**config.mk**
```make
export PLATFORM = sky130hd
export DESIGN_NAME = xlat_cache
export DESIGN_NICKNAME = d
export VERILOG_FILES = /design/src/rtl/xlat_pkg.sv /design/src/rtl/xlat_tag_array.sv /design/src/rtl/xlat_frame_store.sv /design/src/rtl/xlat_victim.sv /design/src/rtl/xlat_cache.sv
export SDC_FILE = /design/constraint.sdc
export NUM_CORES = 1
export LEC_CHECK = 0
export ABC_AREA = 1
export BUFFER_PORTS_ARGS = -buffer_cell sky130_fd_sc_hd__clkbuf_2
export CAP_MARGIN = 5
export CORE_ASPECT_RATIO = 0.9
export CORE_MARGIN = 8
export CORE_UTILIZATION = 60
export DETAILED_ROUTE_END_ITERATION = 12
export GPL_TIMING_DRIVEN = 1
export PLACE_DENSITY = 0.79
export SLEW_MARGIN = 0
export SYNTH_ARGS = -nofsm -noshare
export SYNTH_HDL_FRONTEND = slang
export SYNTH_HIERARCHICAL = 1
export SYNTH_SLANG_ARGS = --single-unit
```
**constraint.sdc**
```tcl
create_clock -name clk -period 3.76 [get_ports clk]
set_clock_uncertainty 0.05 [all_clocks]
set_input_delay 0.188 -clock clk [delete_from_list [all_inputs] [get_ports clk]]
set_output_delay 0.188 -clock clk [all_outputs]
set_load 0.1 [all_outputs]
```
**src/rtl/xlat_pkg.sv**
```systemverilog
package xlat_pkg;
  typedef enum logic [1:0] {
    ST_IDLE = 2'd0,
    ST_LOOK = 2'd1,
    ST_WAIT = 2'd2
  } xlat_state_e;

  function automatic int unsigned idx_width(int unsigned n);
    return (n > 1) ? $clog2(n) : 1;
  endfunction
endpackage

```
**src/rtl/xlat_tag_array.sv**
```systemverilog
module xlat_tag_array #(
  parameter int ENTRIES = 8,
  parameter int VPN_W   = 20,
  localparam int IDX_W  = xlat_pkg::idx_width(ENTRIES)
) (
  input  logic               clk,
  input  logic               rst,
  input  logic               flush,
  input  logic               wr_en,
  input  logic [IDX_W-1:0]   wr_idx,
  input  logic [VPN_W-1:0]   wr_tag,
  input  logic [VPN_W-1:0]   look_tag,
  output logic [ENTRIES-1:0] valid_vec,
  output logic [ENTRIES-1:0] match_vec
);
  for (genvar e = 0; e < ENTRIES; e++) begin : g_entry
    logic             v_q;
    logic [VPN_W-1:0] t_q;

    always_ff @(posedge clk) begin
      if (rst) begin
        v_q <= 1'b0;
      end else if (flush) begin
        v_q <= 1'b0;
      end else if (wr_en && (wr_idx == IDX_W'(e))) begin
        v_q <= 1'b1;
      end
    end

    always_ff @(posedge clk) begin
      if (wr_en && (wr_idx == IDX_W'(e))) t_q <= wr_tag;
    end

    assign valid_vec[e] = v_q;
    assign match_vec[e] = v_q && (t_q == look_tag);
  end

  // a page is never held in two entries
  assert_single_match_R5: assert property (@(posedge clk) disable iff (rst)
    $onehot0(match_vec));
endmodule

```
**src/rtl/xlat_frame_store.sv**
```systemverilog
module xlat_frame_store #(
  parameter int ENTRIES = 8,
  parameter int PFN_W   = 20,
  localparam int IDX_W  = xlat_pkg::idx_width(ENTRIES)
) (
  input  logic             clk,
  input  logic             wr_en,
  input  logic [IDX_W-1:0] wr_idx,
  input  logic [PFN_W-1:0] wr_data,
  input  logic [IDX_W-1:0] rd_idx,
  output logic [PFN_W-1:0] rd_data
);
  logic [PFN_W-1:0] mem [ENTRIES];

  always_ff @(posedge clk) begin
    if (wr_en) mem[wr_idx] <= wr_data;
  end

  assign rd_data = mem[rd_idx];
endmodule

```
**src/rtl/xlat_victim.sv**
```systemverilog
module xlat_victim #(
  parameter int ENTRIES = 8,
  localparam int IDX_W  = xlat_pkg::idx_width(ENTRIES)
) (
  input  logic               clk,
  input  logic               rst,
  input  logic               flush,
  input  logic [ENTRIES-1:0] valid_vec,
  input  logic               evict,
  output logic [IDX_W-1:0]   victim_idx
);
  localparam logic [IDX_W-1:0] LAST = IDX_W'(ENTRIES - 1);

  logic [IDX_W-1:0] ptr_q;
  logic [IDX_W-1:0] free_idx;
  logic             free_found;

  always_comb begin
    free_found = 1'b0;
    free_idx   = '0;
    for (int i = ENTRIES - 1; i >= 0; i--) begin
      if (!valid_vec[i]) begin
        free_found = 1'b1;
        free_idx   = IDX_W'(i);
      end
    end
  end

  assign victim_idx = free_found ? free_idx : ptr_q;

  always_ff @(posedge clk) begin
    if (rst || flush) begin
      ptr_q <= '0;
    end else if (evict && !free_found) begin
      ptr_q <= (ptr_q == LAST) ? '0 : ptr_q + 1'b1;
    end
  end

  // a free slot is always preferred over a live one
  assert_fill_invalid_first_R6: assert property (@(posedge clk) disable iff (rst)
    !(&valid_vec) |-> !valid_vec[victim_idx]);

  // pointer stays inside the entry range
  assert_ptr_range_R7: assert property (@(posedge clk) disable iff (rst)
    ptr_q <= LAST);
endmodule

```
**src/rtl/xlat_cache.sv**
```systemverilog
module xlat_cache #(
  parameter int ENTRIES = 8,
  parameter int VPN_W   = 20,
  parameter int OFF_W   = 12,
  parameter int PFN_W   = 20,
  parameter int CNT_W   = 16
) (
  input  logic                   clk,
  input  logic                   rst,
  input  logic                   flush,
  input  logic                   req_valid,
  input  logic [VPN_W-1:0]       req_vpn,
  input  logic [OFF_W-1:0]       req_off,
  output logic                   req_ready,
  output logic                   walk_start,
  output logic [VPN_W-1:0]       walk_vpn,
  output logic                   walk_cancel,
  input  logic                   walk_resp_valid,
  input  logic [PFN_W-1:0]       walk_resp_pfn,
  output logic                   rsp_valid,
  output logic                   rsp_hit,
  output logic [PFN_W+OFF_W-1:0] rsp_paddr,
  output logic [CNT_W-1:0]       hit_count,
  output logic [CNT_W-1:0]       miss_count
);
  import xlat_pkg::*;

  localparam int IDX_W = idx_width(ENTRIES);
  localparam logic [CNT_W-1:0] CNT_ONE = CNT_W'(1);

  xlat_state_e        state_q;
  logic [VPN_W-1:0]   vpn_q;
  logic [OFF_W-1:0]   off_q;
  logic [ENTRIES-1:0] valid_vec;
  logic [ENTRIES-1:0] match_vec;
  logic [IDX_W-1:0]   hit_idx;
  logic [IDX_W-1:0]   victim_idx;
  logic [PFN_W-1:0]   hit_pfn;
  logic               hit;
  logic               install;

  assign hit       = |match_vec;
  assign install   = (state_q == ST_WAIT) && walk_resp_valid && !flush;
  assign req_ready = (state_q == ST_IDLE);
  assign walk_vpn  = vpn_q;

  always_comb begin
    hit_idx = '0;
    for (int i = 0; i < ENTRIES; i++) begin
      if (match_vec[i]) hit_idx = IDX_W'(i);
    end
  end

  xlat_tag_array #(.ENTRIES(ENTRIES), .VPN_W(VPN_W)) u_tags (
    .clk(clk), .rst(rst), .flush(flush),
    .wr_en(install), .wr_idx(victim_idx), .wr_tag(vpn_q),
    .look_tag(vpn_q), .valid_vec(valid_vec), .match_vec(match_vec)
  );

  xlat_frame_store #(.ENTRIES(ENTRIES), .PFN_W(PFN_W)) u_frames (
    .clk(clk), .wr_en(install), .wr_idx(victim_idx), .wr_data(walk_resp_pfn),
    .rd_idx(hit_idx), .rd_data(hit_pfn)
  );

  xlat_victim #(.ENTRIES(ENTRIES)) u_victim (
    .clk(clk), .rst(rst), .flush(flush), .valid_vec(valid_vec),
    .evict(install), .victim_idx(victim_idx)
  );

  always_ff @(posedge clk) begin
    if (rst) begin
      state_q     <= ST_IDLE;
      vpn_q       <= '0;
      off_q       <= '0;
      walk_start  <= 1'b0;
      walk_cancel <= 1'b0;
      rsp_valid   <= 1'b0;
      rsp_hit     <= 1'b0;
      rsp_paddr   <= '0;
      hit_count   <= '0;
      miss_count  <= '0;
    end else begin
      walk_start  <= 1'b0;
      walk_cancel <= 1'b0;
      rsp_valid   <= 1'b0;
      case (state_q)
        ST_IDLE: begin
          if (req_valid) begin
            vpn_q      <= req_vpn;
            off_q      <= req_off;
            walk_start <= 1'b1;
            state_q    <= ST_LOOK;
          end
        end
        ST_LOOK: begin
          if (hit) begin
            rsp_valid   <= 1'b1;
            rsp_hit     <= 1'b1;
            rsp_paddr   <= {hit_pfn, off_q};
            walk_cancel <= 1'b1;
            hit_count   <= hit_count + CNT_ONE;
            state_q     <= ST_IDLE;
          end else begin
            miss_count  <= miss_count + CNT_ONE;
            state_q     <= ST_WAIT;
          end
        end
        ST_WAIT: begin
          if (walk_resp_valid) begin
            rsp_valid <= 1'b1;
            rsp_hit   <= 1'b0;
            rsp_paddr <= {walk_resp_pfn, off_q};
            state_q   <= ST_IDLE;
          end
        end
        default: state_q <= ST_IDLE;
      endcase
    end
  end

  // the walk start is a single-cycle pulse
  assert_walk_pulse_R2: assert property (@(posedge clk) disable iff (rst)
    walk_start |=> !walk_start);

  // the block is busy while a walk is being started
  assert_busy_after_accept_R10: assert property (@(posedge clk) disable iff (rst)
    walk_start |-> !req_ready);

  // cancel only accompanies a hit response
  assert_cancel_with_hit_R3: assert property (@(posedge clk) disable iff (rst)
    walk_cancel |-> (rsp_valid && rsp_hit));

  // a walker answer while waiting produces a miss response
  assert_fill_response_R4: assert property (@(posedge clk) disable iff (rst)
    (state_q == ST_WAIT && walk_resp_valid) |=> (rsp_valid && !rsp_hit));

  // a flush leaves no valid entry behind
  assert_flush_clears_R8: assert property (@(posedge clk) disable iff (rst)
    flush |=> (valid_vec == '0));

  // each hit response advances the hit counter by one
  assert_hit_count_R9: assert property (@(posedge clk) disable iff (rst)
    (rsp_valid && rsp_hit) |-> (hit_count == $past(hit_count) + CNT_ONE));
endmodule

```
# Word level (Yosys, flattened, before mapping)
# Memory sizes are Yosys's and may differ from the RTL's.
# Index checks and enable logic that the tools add are counted.
[classes]
reduce_logical = 34
muxes = 41
add_sub_neg = 3
eq_ne = 21
n_bitwise = 3
[ops]
columns = ["op", "count"]
rows = [
  ["20-bit == test", 8],
  ["32-bit two-way mux", 2],
  ["32-bit one-hot mux with 2 select lines", 1],
  ["3-bit two-way mux", 16],
  ["16-bit by 1-bit adder with 16-bit output, second input constant", 2],
  ["1-bit logical AND", 19],
  ["1-bit two-way mux", 16],
  ["3-bit == test, second input constant", 5],
  ["2-bit AND reduction", 4],
  ["8-bit OR reduction", 1],
  ["3-bit by 2-bit == test with 1-bit output, second input constant", 2],
  ["2-bit two-way mux", 3],
  ["2-bit != test, second input constant", 3],
  ["2-bit one-hot mux with 3 select lines", 1],
  ["2-bit OR reduction", 3],
  ["1-bit one-hot mux with 2 select lines", 2],
  ["3-bit by 1-bit adder with 3-bit output, second input constant", 1],
  ["3-bit by 1-bit == test with 1-bit output, second input constant", 1],
  ["3-bit zero test", 1],
  ["1-bit inverter", 3],
  ["3-bit AND reduction", 1],
  ["2-bit by 1-bit == test with 1-bit output, second input constant", 1],
  ["2-bit == test, second input constant", 1],
  ["1-bit zero test", 2],
  ["other kinds (3)", 3],
]
[word_totals]
output_inout_bits = 89
elab_cells = 130
memories = 1
ff_bits = 273
in_bits = 57
mem_bits_rw = 160
[mem_list]
columns = ["name", "words", "word_bits", "rd", "rd_ports_with_merged_regs", "wr", "line", "text"]
rows = [
  ["u_frames.mem", 8, 20, 1, 0, 1, "xlat_frame_store.sv:13", "logic [PFN_W-1:0] mem [ENTRIES];"],
]

# Logic depth before layout (Yosys ltp)
# Gate-level depths: netlist of run 1.
# An unclocked memory read counts as a cell.
[depth]
ltp_word = 12
mapped_depth = 25
ltp_nobuf = 22

# Hierarchy
# The synthesis of run 1 kept the hierarchy.
[by_module_without_submodules]
columns = ["mod", "instances", "cells_each", "area_each_um2"]
rows = [
  ["xlat_tag_array", 1, 902, 7968.9],
  ["xlat_frame_store", 1, 710, 7059.3],
  ["xlat_cache", 1, 659, 4620.7],
  ["xlat_victim", 1, 44, 269.0],
]

# Least setup slack after synthesis of run 1
# No wires, ideal clock.
[synth_path]
path_kind = "reg2reg"
start = "reg vpn_q[6], in the netlist walk_vpn[6]"
end = "reg rsp_paddr[28]"
slack_ps = 458
arrival_time_ps = 3136
stages_incl_launch_ff = 25
t_required_ps = 3593
path_buffers = 3
path_cell_list = "dfxtp_1 -> buf_2 -> inv_2 -> nand2_1 -> nand2_1 -> nor2_1 -> nand2_1 -> nor2_1 -> nand2_1 -> nor2_2 -> inv_1 -> o21bai_1 -> a21oi_1 -> o21bai_1 -> buf_6 -> buf_2 -> nand2_1 -> nand3_1 -> nand2_1 -> nand2_1 -> nand2_1 -> nand2_1 -> nand2_1 -> o21ai_0 -> nor2_1"
[synth_between]
elab_chain_len = 12
[synth_rtl]
columns = ["element", "line", "text"]
rows = [
  ["start: declaration", "xlat_cache.sv:32", "logic [VPN_W-1:0] vpn_q;"],
  ["start signal: assignment", "xlat_cache.sv:89", "vpn_q <= req_vpn;"],
  ["20-bit == test", "xlat_tag_array.sv:35", "assign match_vec[e] = v_q && (t_q == look_tag);"],
  ["1-bit logical AND", "xlat_tag_array.sv:35", ""],
  ["via match_vec[1]", "xlat_cache.sv:35", "logic [ENTRIES-1:0] match_vec;"],
  ["1-bit two-way mux", "xlat_cache.sv:50", "if (match_vec[i]) hit_idx = IDX_W'(i);"],
  ["3-bit two-way mux (6 in a row)", "xlat_cache.sv:50", ""],
  ["via hit_idx[0]", "xlat_cache.sv:36", "logic [IDX_W-1:0] hit_idx;"],
  ["memory read 8 x 20 bit", "n/a", ""],
  ["via hit_pfn[16]", "xlat_cache.sv:38", "logic [PFN_W-1:0] hit_pfn;"],
  ["32-bit two-way mux", "xlat_cache.sv:96", "if (hit) begin"],
  ["32-bit one-hot mux with 2 select lines", "xlat_cache.sv:86", "case (state_q)"],
  ["end signal: assignment", "xlat_cache.sv:99", "rsp_paddr <= {hit_pfn, off_q};"],
  ["end signal: assignment", "xlat_cache.sv:112", "rsp_paddr <= {walk_resp_pfn, off_q};"],
  ["end: declaration", "xlat_cache.sv:22", "output logic [PFN_W+OFF_W-1:0] rsp_paddr,"],
]
# The timed path passes the listed nets, and every way through them passes these cells. The select of a mux whose other input is x is not followed.
# A chain may end at the register's enable or synchronous reset.

# Worst setup path after layout of run 1
[layout_path]
start = "reg vpn_q[5], in the netlist walk_vpn[5]"
end = "reg rsp_paddr[24]"
[layout_rtl]
columns = ["element", "line"]
rows = [
  ["20-bit == test", "xlat_tag_array.sv:35"],
  ["1-bit logical AND", "xlat_tag_array.sv:35"],
  ["via match_vec[4]", "xlat_cache.sv:35"],
  ["3-bit two-way mux (4 in a row)", "xlat_cache.sv:50"],
  ["via hit_idx[0]", "xlat_cache.sv:36"],
  ["memory read 8 x 20 bit", "n/a"],
  ["via hit_pfn[12]", "xlat_cache.sv:38"],
  ["32-bit two-way mux", "xlat_cache.sv:96"],
  ["32-bit one-hot mux with 2 select lines", "xlat_cache.sv:86"],
]
# The timed path passes the listed nets, and every way through them passes these cells. The select of a mux whose other input is x is not followed.

==> results.json, run 1 <==
{
  "cellPowerDensity_nw_per_um2": 522,
  "r2r_start": "walk_vpn[5]",
  "yosys.area.top_type": "edfxtp_1",
  "maxSlewViolCount": 0,
  "min_period_ns": 3.37,
  "synth-seq-cells": 433,
  "io_pins": 146,
  "dp_hpwl_microns": 36400,
  "tns_ns": 0,
  "cp.arrival_ns": 3.74,
  "hold_path_class": "input port to flip-flop",
  "seq_area_sq_um": 11900,
  "area.growth.synth_to_final_pct": 16.5,
  "regToRegSetupSlack_ns": 0.39,
  "crit_fanout": 50,
  "grt_pass1_vias": 15800,
  "p_leak_nw": 10.4,
  "max-vdd-ir-drop_uv": 407,
  "cts_setup_buffers": 0,
  "synthAdderAreaFrac_pct": 0.440,
  "critPathRequiredTime_ns": 4.13,
  "synth_area_leaders": "edfxtp_1 (48%), nand2_1 (15%), dfxtp_1 (11%)",
  "fp.dieH_microns": 189,
  "reg2regPathDepth": 22,
  "grt_start_max_net_pins": 57,
  "cts_htree_levels": 2,
  "setup_violations": 0,
  "hold_depth": 3,
  "syn_area_sq_um": 19900,
  "synth_top_cell_area_share_pct": 48.2,
  "yosys_warnings": 6,
  "num-fill-cells": 2437,
  "endpoint": "rsp_paddr[24]",
  "multi_input_area_sq_um": 6290,
  "initialDrtViolationCount": 1638,
  "design_area_sq_um": 23200,
  "cts_tree": "built",
  "r2r-end": "rsp_paddr[24]",
  "finalHoldViolations": 0,
  "status": "finished clean",
  "syn_area_per_cell_sq_um": 8.60,
  "wl_per_cell_microns": 18.6,
  "seq_area_frac_synth_pct": 59.6,
  "worstMarginPinSlew_ns": 1.02,
  "viasPerCell": 5.45,
  "grt_pass1_wl_microns": 85500,
  "synth_compound_area_share_pct": 4.08,
  "final_nets": 2591,
  "firstDrtPassIters": 6,
  "drive_above_1_share_pct": 14.3,
  "dpl_cell_area_sq_um": 21200,
  "cts_sinks": 433,
  "vias": 16300,
  "placed_cells": 2855,
  "clkLatencyLatePin_ns": 0.54,
  "die_w_microns": 208,
  "initial_core_util_pct": 60.7,
  "root_buffer": "clkbuf_16",
  "critPathKind": "flip-flop to flip-flop",
  "globalRouteOverflowTotal": 0,
  "placementRows": 63,
  "clk_pin_slew_ns": 0.06,
  "worstSetupStartpointType": "flip-flop",
  "fin_hold_ws_ns": 0.0997,
  "fin_crit_sh_pct": 89.7,
  "rsz0062_at_grt": "no",
  "final_util_pct": 70.7,
  "synth_top_family_by_area": "simple AND/OR/NAND/NOR gates",
  "die_area_sq_um": 39300,
  "grt_usage_pct": 27.6,
  "crit_start": "walk_vpn[5]",
  "fmax_ghz": 0.297,
  "synth-simple-area-share_pct": 26.1,
  "cts_inserted_buffers": 44,
  "design.core.area_sq_um": 32800,
  "gp_congestion": 0.956,
  "synthXorXnorAreaFrac_pct": 0.616,
  "syn-instance-count": 2315,
  "worstSetupEndpointType": "flip-flop",
  "postRouteWirelength_microns": 55400,
  "antenna_found_initial": 2,
  "syn_nets": 2379,
  "synth_mux_area_share_pct": 0,
  "drc_errors": 0,
  "max_slew_margin_pct": 32.1,
  "layout.cells.non_filler": 2984,
  "io_buffer_count": 145,
  "ant_nets": 0,
  "drv_cap": 0,
  "clk_path_buf_depth": 3,
  "post_synth_num_cell_types": 40
}
## metal layers
metal / vias to the layer above / wire [microns] / share of wire [%] / global-route usage (%)
li1: 7662 / - / - / -
met1: 7547 / 22200 / 40 / 37.0
met2: 911 / 24400 / 44 / 42.5
met3: 150 / 7210 / 13 / 8.58
met4: 2 / 1640 / 3.0 / 8.97
met5: - / 9 / 0.016 / 0
## critical path: stages, from the launching register on
cell and delay (ns):
dfxtp_1 0.43, buf_4 0.26, nand2_1 0.16, nand2_1 0.08, nor2_1 0.12, nand2_1 0.08
nor2_1 0.09, nand2_1 0.13, nor2_2 0.27, inv_1 0.07, a21oi_1 0.26, o21bai_4 0.13
inv_4 0.12, buf_12 0.25, nand2_1 0.10, nand3_1 0.07, nand2_1 0.06, nand2_1 0.05
nand2_1 0.05, nand2_1 0.06, nand2_1 0.06, o21ai_0 0.22, nor2_1 0.06
## worst min path at each step
stage / start / end / slack [ns]
global placement: req_off[4] / off_q[4] / 0.39
detailed placement: req_off[4] / off_q[4] / 0.39
CTS: req_vpn[18] / walk_vpn[18] / 0.04
finish: req_vpn[16] / walk_vpn[16] / 0.1
global route: req_vpn[18] / walk_vpn[18] / 0.05
floorplan: walk_resp_pfn[0] / u_frames/mem[0][0] / 0.24
## layout by cell type, fill, tap and decap left out, types with 3 or more instances in the layout
master and instances:
nor2_1 268, clkbuf_2 145, nand4_1 10, dfxtp_2 3, nor3_1 4, clkinv_1 5
clkinv_2 4, xnor2_1 9, buf_4 50, a21oi_1 21, bufinv_16 7, inv_1 325
nand3_1 115, a31oi_1 3, clkbuf_16 45, inv_4 3, nand2_1 802, o21ai_1 35
nand2_2 6, clkbuf_8 4, xor2_1 5, o22ai_1 15, nor2_2 61, ha_1 7
clkbuf_1 14, o21bai_1 3, inv_2 20, dfxtp_1 110, edfxtp_1 320, o21ai_0 68
dlygate4sd3_1 48, buf_12 6
## sequential cells by signal, indices dropped and copies added, names as in the netlist, 2 cells and up
register,count
u_tags/g_entry.v_q,8
u_frames/mem,160
off_q,12
hit_count,16
state_q,2
rsp_paddr,32
walk_vpn,20
miss_count,16
u_victim/ptr_q,3
u_tags/g_entry.t_q,160
## final cells by class
type	count	share of cell area [%]
Antenna cell	1	0.0108
Clock buffer	63	5.32
Clock inverter	17	1.11
Inverter	348	5.66
Multi-Input combinational cell	1451	27.1
Sequential cell	433	51.2
Tap cell	422	2.28
Timing Repair Buffer	249	7.34
## synthesized netlist by cell type (all sizes together)
cell and number:
o31ai 1, nor3 5, a31oi 3, dfxtp 113, nor2 332, xor2 5
ha 7, and2 2, inv 348, o21a 2, clkbuf 25, o21bai 4
o21ai 104, nand3 116, or2 1, nand2 811, edfxtp 320, a21oi 21
a32o 1, o22ai 15, buf 58, nand3b 1, a21boi 1, xnor2 9
nand4 10
## power by group
group | internal (mW) | total, mW | leakage [nW] | switching [mW]
registers | 5.31 | 5.46 | 3.83 | 0.146
clock network | 2.76 | 4.51 | 0.722 | 1.75
logic | 0.456 | 2.15 | 5.87 | 1.69
## cell families after synthesis
family,Yosys count
AND/OR/NAND/NOR,1278
flip-flops,433
buffers and inverters,431
AO/OA/AOI/OAI,152
XOR/XNOR,14
adder cells (fa/ha/maj),7
## stage by stage
stage | setup slack, ns | power (mW)
final | 0.388 | 12.1
after global routing | 0.0312 | 12.5
after CTS | 0.362 | 12.1
after detailed placement | 0.443 | 7.64
after global placement | 0.480 | 7.60
after floorplan | 0.458 | 7.07
## repair_timing
action | 4_1_cts | 5_1_grt
hold endpoints to repair | 191 | 0
resized for setup | 0 | 5
hold buffers | 48 | 0
endpoints found under the setup margin | 0 | 4
No activity file was read; power rests on OpenSTA's default activity.
==> run 2, diff against run 1 <==
ABC_AREA = 0   (was 1)
PLACE_DENSITY = 0.8   (was 0.79)
==> results.json, run 2 <==
{
  "status": "finished clean",
  "syn-instance-count": 1228,
  "max-vdd-ir-drop_uv": 345,
  "endpoint": "rsp_paddr[28]",
  "area.growth.synth_to_final_pct": 19.7,
  "fmax_ghz": 0.278,
  "critPathKind": "flip-flop to flip-flop",
  "initial_core_util_pct": 60.5,
  "dp_hpwl_microns": 26200,
  "viasPerCell": 6.07,
  "drv_cap": 0,
  "ant_nets": 0,
  "layout_commonest_cell": "edfxtp_1",
  "cellPowerDensity_nw_per_um2": 497,
  "tns_ns": 0,
  "antenna_found_initial": 1,
  "synth-seq-cells": 433,
  "hold_path_class": "input port to flip-flop",
  "yosys.area.top_type": "edfxtp_1",
  "cts_htree_levels": 2,
  "seq_area_frac_synth_pct": 66.4,
  "crit_fanout": 16,
  "setup_violations": 0,
  "io_pins": 146,
  "p_leak_nw": 7.45,
  "cp.arrival_ns": 3.92,
  "initialDrtViolationCount": 1025,
  "synth_area_leaders": "edfxtp_1 (54%), dfxtp_1 (13%), mux4_1 (5.9%)",
  "syn_nets": 1292,
  "grt_start_max_net_pins": 68,
  "ys.flop_type": "edfxtp_1",
  "post_synth_num_cell_types": 46,
  "num-fill-cells": 1769,
  "most-common-layout-cells": "edfxtp_1 (320), clkbuf_2 (144), xnor2_1 (103)",
  "synth_edf_count": 320,
  "final_nets": 1539,
  "place_ws_ns": 0.0209,
  "synth_most_common_cell": "edfxtp_1",
  "worstSetupEndpointType": "flip-flop",
  "crit_start": "walk_vpn[11]",
  "grt_pass1_vias": 11800,
  "grt_pass1_wl_microns": 66900,
  "clk_path_buf_depth": 3,
  "placementRows": 60,
  "clkLatencyLatePin_ns": 0.53,
  "placed_cells": 1771,
  "cts_sinks": 433,
  "yosys_warnings": 6,
  "fp.dieH_microns": 180,
  "layout.cells.non_filler": 1911,
  "drive_above_1_share_pct": 24.3,
  "syn_area_sq_um": 17900,
  "design_area_sq_um": 21400,
  "reg2regPathDepth": 14,
  "seq_area_sq_um": 11900,
  "maxSlewViolCount": 0,
  "regToRegSetupSlack_ns": 0.16,
  "root_buffer": "clkbuf_16",
  "r2r-end": "rsp_paddr[28]",
  "async_flop_share_pct": 0,
  "design.core.area_sq_um": 29600,
  "cts_tree": "built",
  "firstDrtPassIters": 5,
  "syn_area_per_cell_sq_um": 14.6,
  "diodes": 0,
  "globalRouteOverflowTotal": 0,
  "min_period_ns": 3.60,
  "fin_ws_ns": 0.160,
  "clk_pin_slew_ns": 0.07,
  "critPathRequiredTime_ns": 4.08,
  "finalHoldViolations": 0,
  "final_util_pct": 72.4,
  "dpl_cell_area_sq_um": 19400,
  "cts_inserted_buffers": 43,
  "vias": 11600,
  "gp_congestion": 0.812,
  "worstMarginPinSlew_ns": 1.13,
  "max_slew_margin_pct": 24.4,
  "fin_crit_sh_pct": 95.7,
  "r2r_start": "walk_vpn[11]",
  "top_regs": "u_frames/mem x160, u_tags/g_entry.t_q x160, rsp_paddr x32",
  "drc_errors": 0,
  "postRouteWirelength_microns": 44100,
  "ys_top_cells_by_count": "edfxtp_1 (320), dfxtp_1 (113), xnor2_1 (103)",
  "synth_top_cell_area_share_pct": 53.7,
  "die_w_microns": 198,
  "grt_usage_pct": 23.9,
  "wl_per_cell_microns": 23.1,
  "worstSetupStartpointType": "flip-flop",
  "die_area_sq_um": 35600,
  "io_buffer_count": 145,
  "multi_input_area_sq_um": 5580
}
[run 2: cell types whose count changed after synthesis, sizes merged, moves of 15 or more]
cell / previous run / this run
a21oi: 21 / 56
xor2: 5 / 69
a211oi: 0 / 26
nor2: 332 / 57
nand3: 116 / 41
buf: 58 / 43
nor4: 0 / 26
mux4: 0 / 40
o21ai: 104 / 15
inv: 348 / 12
mux2: 0 / 20
xnor2: 9 / 103
nand4: 10 / 36
nand2: 811 / 85
[run 2: where the power goes]
part	internal [mW]	leakage [nW]	total (mW)	switching, mW
Sequential	5.20	3.83	5.29	0.0913
Combinational	0.280	2.94	1.05	0.773
Clock	2.49	0.686	4.28	1.80
Total	7.97	7.45	10.6	2.66
[run 2: per-layer routing]
| metal | global-route usage, % | share of wire, % |
|---|---|---|
| met3 | 5.90 | 9.6 |
| met2 | 39.3 | 49 |
| met5 | 0 | 0.018 |
| met1 | 31.3 | 39 |
| met4 | 6.90 | 2.5 |
[run 2: layout make-up]
class | count | share of cell area (%)
Clock buffer | 55 | 5.47
Clock inverter | 23 | 1.07
Inverter | 12 | 0.210
Multi-Input combinational cell | 704 | 26.1
Sequential cell | 433 | 55.6
Tap cell | 403 | 2.35
Timing Repair Buffer | 281 | 9.27
[run 2: through the flow]
stage | power [mW] | hold WS (ns)
2_1_floorplan | 6.09 | 0.203
3_3_place_gp | 6.36 | 0.359
3_5_place_dp | 6.39 | 0.361
4_1_cts | 10.7 | 0.0125
5_1_grt | 10.9 | 0.0533
6_report | 10.6 | 0.0362
[run 2: worst min path at each step]
stage               startpoint                 to  slack (ns)  cells after the start
3_3_place_gp       req_vpn[10]       walk_vpn[10]        0.36                      3
3_5_place_dp       req_vpn[10]       walk_vpn[10]        0.36                      3
5_1_grt        walk_resp_valid         state_q[0]        0.05                      3
6_report       walk_resp_valid         state_q[0]        0.04                      3
2_1_floorplan              rst  u_victim/ptr_q[0]        0.20                      1
4_1_cts        walk_resp_valid         state_q[0]        0.01                      3
[run 2: logic make-up (layout without fill, tap and decap cells)]
kind of cell | Yosys count | after routing | synth area share [%]
and+or+nand+nor | 294 | 294 | 8.62
xor gates and xnor gates | 172 | 172 | 8.42
DFF | 433 | 433 | 66.4
muxes | 64 | 64 | 7.36
AOI/OAI and AO/OA | 167 | 167 | 5.82
adders and majority gates | 7 | 7 | 0.490
buffers and inverters | 91 | 371 | 2.90
[run 2: timing repair]
item	4_1_cts	5_1_grt
resized for setup	0	2
hold buffers	54	0
buffers inserted	3	5
cloned	0	0
hold endpoints to repair	196	0
pin swaps	1	1
setup endpoints to repair	1	19
[run 2: worst max-delay path, stage by stage (launching register included)]
cell	delay, ns
dfxtp_2	0.45
buf_4	0.24
xnor2_1	0.19
nand4_1	0.20
nor4_2	0.36
nand2b_1	0.15
a21oi_1	0.06
nor2_1	0.21
o21bai_4	0.11
buf_12	0.15
buf_12	0.15
mux4_1	0.50
mux2_2	0.30
o22ai_1	0.17
a211oi_1	0.14
